### src/rtl/i2c_rd_pkg.sv
package i2c_rd_pkg;
  typedef enum logic [2:0] {
    ST_IDLE,
    ST_ADDR,
    ST_ACKW,
    ST_ACK,
    ST_TX,
    ST_RACK,
    ST_NXT,
    ST_IGNORE
  } rd_state_e;

  localparam logic [7:0] OVER_READ = 8'hFF;
endpackage

### src/rtl/i2c_rd_sync.sv
module i2c_rd_sync #(
  parameter int STAGES = 2
) (
  input  logic clk,
  input  logic rst,
  input  logic scl_i,
  input  logic sda_i,
  output logic sda_s,
  output logic scl_rise,
  output logic scl_fall,
  output logic start_p,
  output logic stop_p
);
  logic [STAGES-1:0] scl_sh, sda_sh;
  logic scl_d, sda_d, scl_now, sda_now;

  always_ff @(posedge clk) begin
    if (rst) begin
      scl_sh <= '1;
      sda_sh <= '1;
      scl_d  <= 1'b1;
      sda_d  <= 1'b1;
    end else begin
      scl_sh <= {scl_sh[STAGES-2:0], scl_i};
      sda_sh <= {sda_sh[STAGES-2:0], sda_i};
      scl_d  <= scl_sh[STAGES-1];
      sda_d  <= sda_sh[STAGES-1];
    end
  end

  assign scl_now  = scl_sh[STAGES-1];
  assign sda_now  = sda_sh[STAGES-1];
  assign sda_s    = sda_now;
  assign scl_rise = scl_now & ~scl_d;
  assign scl_fall = ~scl_now & scl_d;
  // data edges while clock stays high mark bus conditions
  assign start_p  = scl_now & scl_d & sda_d & ~sda_now;
  assign stop_p   = scl_now & scl_d & ~sda_d & sda_now;
endmodule

### src/rtl/i2c_rd_hold.sv
module i2c_rd_hold #(
  parameter int W = 12
) (
  input  logic         clk,
  input  logic         rst,
  input  logic [W-1:0] smp_data,
  input  logic         smp_valid,
  input  logic         mode_i,
  input  logic         take,
  output logic [W-1:0] snap,
  output logic         snap_m8
);
  logic [W-1:0] latest;

  always_ff @(posedge clk) begin
    if (rst) begin
      latest  <= '0;
      snap    <= '0;
      snap_m8 <= 1'b0;
    end else begin
      if (smp_valid) latest <= smp_data;
      if (take) begin
        snap    <= latest;
        snap_m8 <= mode_i;
      end
    end
  end
endmodule

### src/rtl/i2c_rd_byte_sel.sv
module i2c_rd_byte_sel
  import i2c_rd_pkg::*;
#(
  parameter int W = 12
) (
  input  logic [W-1:0] snap,
  input  logic         m8,
  input  logic [1:0]   idx,
  output logic [7:0]   byte_o
);
  localparam int PAD = 16 - W;
  logic [15:0] wide, wide8;

  generate
    if (PAD == 0) begin : g_nopad
      assign wide = snap;
    end else begin : g_pad
      assign wide = {snap, {PAD{1'b0}}};
    end
  endgenerate

  assign wide8 = {snap[7:0], 8'h00};

  always_comb begin
    unique case (idx)
      2'd0:    byte_o = m8 ? wide8[15:8] : wide[15:8];
      2'd1:    byte_o = m8 ? wide8[7:0]  : wide[7:0];
      default: byte_o = OVER_READ;
    endcase
  end
endmodule

### src/rtl/i2c_sample_target.sv
module i2c_sample_target
  import i2c_rd_pkg::*;
#(
  parameter int         SMP_W       = 12,
  parameter int         SYNC_STAGES = 2,
  parameter logic [4:0] ADDR_HI     = 5'b10010
) (
  input  logic             clk,
  input  logic             rst,
  input  logic             scl_i,
  input  logic             sda_i,
  input  logic [1:0]       strap_a,
  input  logic             mode_8b,
  input  logic [SMP_W-1:0] smp_data,
  input  logic             smp_valid,
  output logic             sda_oe
);
  logic sda_s, scl_rise, scl_fall, start_p, stop_p;
  rd_state_e state;
  logic [7:0] sh, tx_byte, addr_byte;
  logic [2:0] bcnt;
  logic [1:0] bidx;
  logic addr_ok, take;
  logic [SMP_W-1:0] snap_q;
  logic snap_m8;

  i2c_rd_sync #(.STAGES(SYNC_STAGES)) u_sync (
    .clk(clk), .rst(rst), .scl_i(scl_i), .sda_i(sda_i),
    .sda_s(sda_s), .scl_rise(scl_rise), .scl_fall(scl_fall),
    .start_p(start_p), .stop_p(stop_p)
  );

  i2c_rd_hold #(.W(SMP_W)) u_hold (
    .clk(clk), .rst(rst), .smp_data(smp_data), .smp_valid(smp_valid),
    .mode_i(mode_8b), .take(take), .snap(snap_q), .snap_m8(snap_m8)
  );

  i2c_rd_byte_sel #(.W(SMP_W)) u_sel (
    .snap(snap_q), .m8(snap_m8), .idx(bidx), .byte_o(tx_byte)
  );

  assign addr_byte = {sh[6:0], sda_s};
  assign addr_ok   = (addr_byte[7:1] == {ADDR_HI, strap_a}) && addr_byte[0];
  assign take      = (state == ST_ADDR) && scl_rise && (bcnt == 3'd7) && addr_ok
                     && !start_p && !stop_p;

  always_ff @(posedge clk) begin
    if (rst) begin
      state  <= ST_IDLE;
      sda_oe <= 1'b0;
      sh     <= '0;
      bcnt   <= '0;
      bidx   <= '0;
    end else if (start_p) begin
      state  <= ST_ADDR;
      sda_oe <= 1'b0;
      bcnt   <= '0;
      bidx   <= '0;
    end else if (stop_p) begin
      state  <= ST_IDLE;
      sda_oe <= 1'b0;
    end else begin
      unique case (state)
        ST_ADDR: if (scl_rise) begin
          sh   <= addr_byte;
          bcnt <= bcnt + 3'd1;
          if (bcnt == 3'd7) state <= addr_ok ? ST_ACKW : ST_IGNORE;
        end
        ST_ACKW: if (scl_fall) begin
          sda_oe <= 1'b1;
          state  <= ST_ACK;
        end
        ST_ACK, ST_NXT: if (scl_fall) begin
          sh     <= tx_byte;
          sda_oe <= ~tx_byte[7];
          bcnt   <= '0;
          state  <= ST_TX;
        end
        ST_TX: if (scl_fall) begin
          if (bcnt == 3'd7) begin
            sda_oe <= 1'b0;
            state  <= ST_RACK;
            bidx   <= (bidx == 2'd2) ? 2'd2 : bidx + 2'd1;
          end else begin
            sh     <= {sh[6:0], 1'b0};
            sda_oe <= ~sh[6];
            bcnt   <= bcnt + 3'd1;
          end
        end
        ST_RACK: if (scl_rise) state <= sda_s ? ST_IGNORE : ST_NXT;
        default: ;
      endcase
    end
  end
endmodule

### config.mk
export PLATFORM = sky130hd
export DESIGN_NAME = i2c_sample_target
export DESIGN_NICKNAME = d
export VERILOG_FILES = /design/src/rtl/i2c_rd_pkg.sv /design/src/rtl/i2c_rd_sync.sv /design/src/rtl/i2c_rd_hold.sv /design/src/rtl/i2c_rd_byte_sel.sv /design/src/rtl/i2c_sample_target.sv
export SDC_FILE = /design/constraint.sdc
export NUM_CORES = 1
export LEC_CHECK = 0
export ABC_CLOCK_PERIOD_IN_PS = 3000
export BUFFER_PORTS_ARGS = -buffer_cell sky130_fd_sc_hd__buf_4
export CAP_MARGIN = 20
export CORE_AREA = 2 2 73 61
export CTS_CLUSTER_SIZE = 28
export DETAILED_ROUTE_END_ITERATION = 10
export DIE_AREA = 0 0 75 63
export PLACE_DENSITY_LB_ADDON = 0.05
export SLEW_MARGIN = 15
export SYNTH_ARGS = -nofsm -noshare
export SYNTH_HDL_FRONTEND = slang
export SYNTH_SLANG_ARGS = --single-unit
### constraint.sdc
create_clock -name clk -period 3 [get_ports clk]
set_input_delay 0.3 -clock clk [delete_from_list [all_inputs] [get_ports clk]]
set_output_delay 0.3 -clock clk [all_outputs]
set_load 0.02 [all_outputs]
==> impl_metrics.tcl <==
set metrics [dict create \
    outcome "finished clean" \
    drc 0 \
    cp_num_cells 6 \
    track_usage_pct 19.7 \
    area_growth_pct 11.4 \
    cts_sinks 47 \
    drt-initial-drc-count 93 \
    ys_ff_latch 47 \
    grt_pass1_vias 1511 \
    cts.path.max_buffers 2 \
    diodes 0 \
    netlist_instances 243 \
    setup_viol 0 \
    start_util_pct 55.5 \
    fin_hold_ws_ns 0.191 \
    pre_cts_ws_ns 0.698 \
    place_area_um2 2400 \
    crit_path_start "sh[2]$_SDFFE_PP0P_" \
    yosysTopAreaCellShare_pct 42.2 \
    dr.pass1.iters 4 \
    max-slew-margin-rel_pct 56.1 \
    maxCapViolations 0 \
    ios 21 \
    place.gp.congestion 0.825 \
    rsz0062_at_grt "no" \
    antenna_found_initial 0 \
    synth_top_area_cell "dfxtp_1" \
    htree_levels 2 \
    cts-root-buf "clkbuf_8" \
    final_util_pct 61.8 \
    dp_cells 310 \
    drive_above_1_share_pct 14.9 \
    rr_worst_depth 6 \
    cts_tree "yes" \
    cp-end-kind "register" \
    drtAntennaViolNets 0 \
    viasPerCell 5.37 \
    die_y_um 63 \
    hp-start "scl_i" \
    skew_ns 0.00613 \
    synth_area_leaders "dfxtp_1 (42%), mux2i_1 (15%), nor2_1 (6.9%), ha_1 (3.4%), a22oi_1 (2.7%)" \
    dp_hpwl_um 2880 \
    grt_max_degree 42 \
    synth_ff_type "dfxtp_1" \
    grt-ovfl-total 0 \
    powerDensity_nw_per_um2 442 \
    die_w_um 75 \
    synth_cell_types 42 \
    ir_drop_mv 0.405 \
    fin_ws_ns 0.667 \
    hold_violations 0 \
    hold_class "in2reg" \
    power_mw 1.10 \
    cts_hold_buf 0 \
    p_leak_nw 0.975 \
    post_drt_wl_per_cell_um 13.1 \
    hold_depth 2 \
    instances_no_fill 318 \
    syn-num-nets 269 \
    core_area_um2 4020 \
    synth_edf_count 0 \
    slowest_stage "or4_4" \
    crit_type "reg2reg" \
    ys_seq_area_share_pct 42.2 \
    fin_nets 286 \
    num_rows 21 \
    required_ns 3.16 \
    clk_latency_ns 0.29 \
    vias 1708 \
    syn_avg_cell_area_um2 9.18 \
    syn_area_um2 2230 \
    critical_path.top_delay_family "simple AND/OR/NAND/NOR gates" \
    min_period_ns 2.33 \
    timing.rr.start "sh[2]$_SDFFE_PP0P_" \
    worstPathArrival_ns 2.50 \
    fin_crit_sh_pct 77.8 \
    yosys_warnings 0 \
    grt_pass1_wl_um 7230 \
    path_cells "or4b_1 -> or4_4 -> nor4_4 -> buf_4 -> mux2i_1 -> nor2_1" \
    slowest_delay_ns 0.56 \
    cp_num_buf_inv 1 \
    cts-resized-gates 0 \
    clkSlewWorstSetupHoldPaths_ns 0.08 \
    max_freq_mhz 429 \
    critPathLaunchType "register" \
    finalMaxSlewViolations 0 \
    cts_made_buffers 5 \
    cp_max_fo 13 \
    numPortBuffers 20 \
    die_area_um2 4730 \
    postCtsSetupRepairBufs 0 \
    async_reset_ff_share_pct 0 \
    tns_ns 0 \
    drt-total-wl_um 4180 \
    worstMarginPinSlew_ns 0.655 \
    fin_area_um2 2480 \
]
[cells in the final DEF (no fill, tap or decap), drive strengths merged]
cell type and instances:
a211oi 5, a21oi 11, a221oi 1, a22o 2, a22oi 8, a311oi 1, a31o 1, a31oi 1
and4b 1, buf 23, clkbuf 7, clkinv 1, dfxtp 47, ha 6, inv 6, mux2i 33
nand2 9, nand2b 7, nand3 7, nand4b 1, nor2 41, nor2b 6, nor3 1, nor3b 1
nor4 2, nor4bb 1, o211ai 5, o21a 1, o21ai 9, o21bai 1, o22ai 1, or2 6
or3 2, or3b 1, or4 1, or4b 1, xor2 3
[kinds of logic (layout without fill, tap and decap cells)]
kind of cell	Yosys count	count (layout)	share of synthesized area (%)
XOR/XNOR	3	3	1.18
AND/OR/NAND/NOR	88	88	20.3
flip-flops	47	47	42.2
adder cells (fa/ha/maj)	6	6	3.37
multiplexers	33	33	14.8
AO/OA/AOI/OAI	47	47	14.0
buffers and inverters	19	37	4.21
[metal layers]
metal / share of wire [%] / vias up / track usage [%]
met4: 1.2 / 0 / 6.03
met2: 39 / 35 / 25.3
met5: 0 / - / 0
li1: - / 891 / -
met3: 4.3 / 6 / 4.84
met1: 56 / 776 / 31.4
[cells in the mapped netlist (2+ instances only)]
master,number
nor2_1,41
nand2b_1,7
clkbuf_1,9
a22oi_1,8
a22o_1,2
a21oi_1,11
dfxtp_1,47
o21ai_1,2
o211ai_1,5
mux2i_1,33
inv_1,6
nand2_1,9
o21ai_0,7
nand3_1,7
ha_1,6
xor2_1,3
or3_1,2
a211oi_1,4
nor2b_1,6
or2_2,6
[final cells by class]
type	instances	area (µm²)
Inverter	6	22.5
Multi-Input combinational cell	177	1200
Fill cell	373	1540
Tap cell	57	71.3
Clock buffer	7	76.3
Sequential cell	47	941
Clock inverter	1	5.00
Timing Repair Buffer	23	173
[final timing paths]
check / end / slack, ns
max: u_hold.snap[2]$_SDFFE_PP0P_ / 0.67
min: u_sync.scl_sh[0]$_SDFF_PP1_ / 0.19
max reg2reg: u_hold.snap[2]$_SDFFE_PP0P_ / 0.67
min reg2reg: u_sync.sda_sh[1]$_SDFF_PP1_ / 0.41
[sequential cells by signal, summed over array words and instances (netlist names), 2 cells and up]
signal	flops
bidx	2
u_hold.snap	12
u_hold.latest	12
sh	7
u_sync.scl_sh	2
u_sync.sda_sh	2
bcnt	3
state	3
[where the power goes]
group,total [mW],leakage (nW),switching (mW),internal [mW]
Combinational,0.0849,0.550,0.0400,0.0449
Clock,0.358,0.0422,0.194,0.164
Sequential,0.656,0.383,0.0142,0.642
Note: power is estimated with default switching activity, not from simulation.
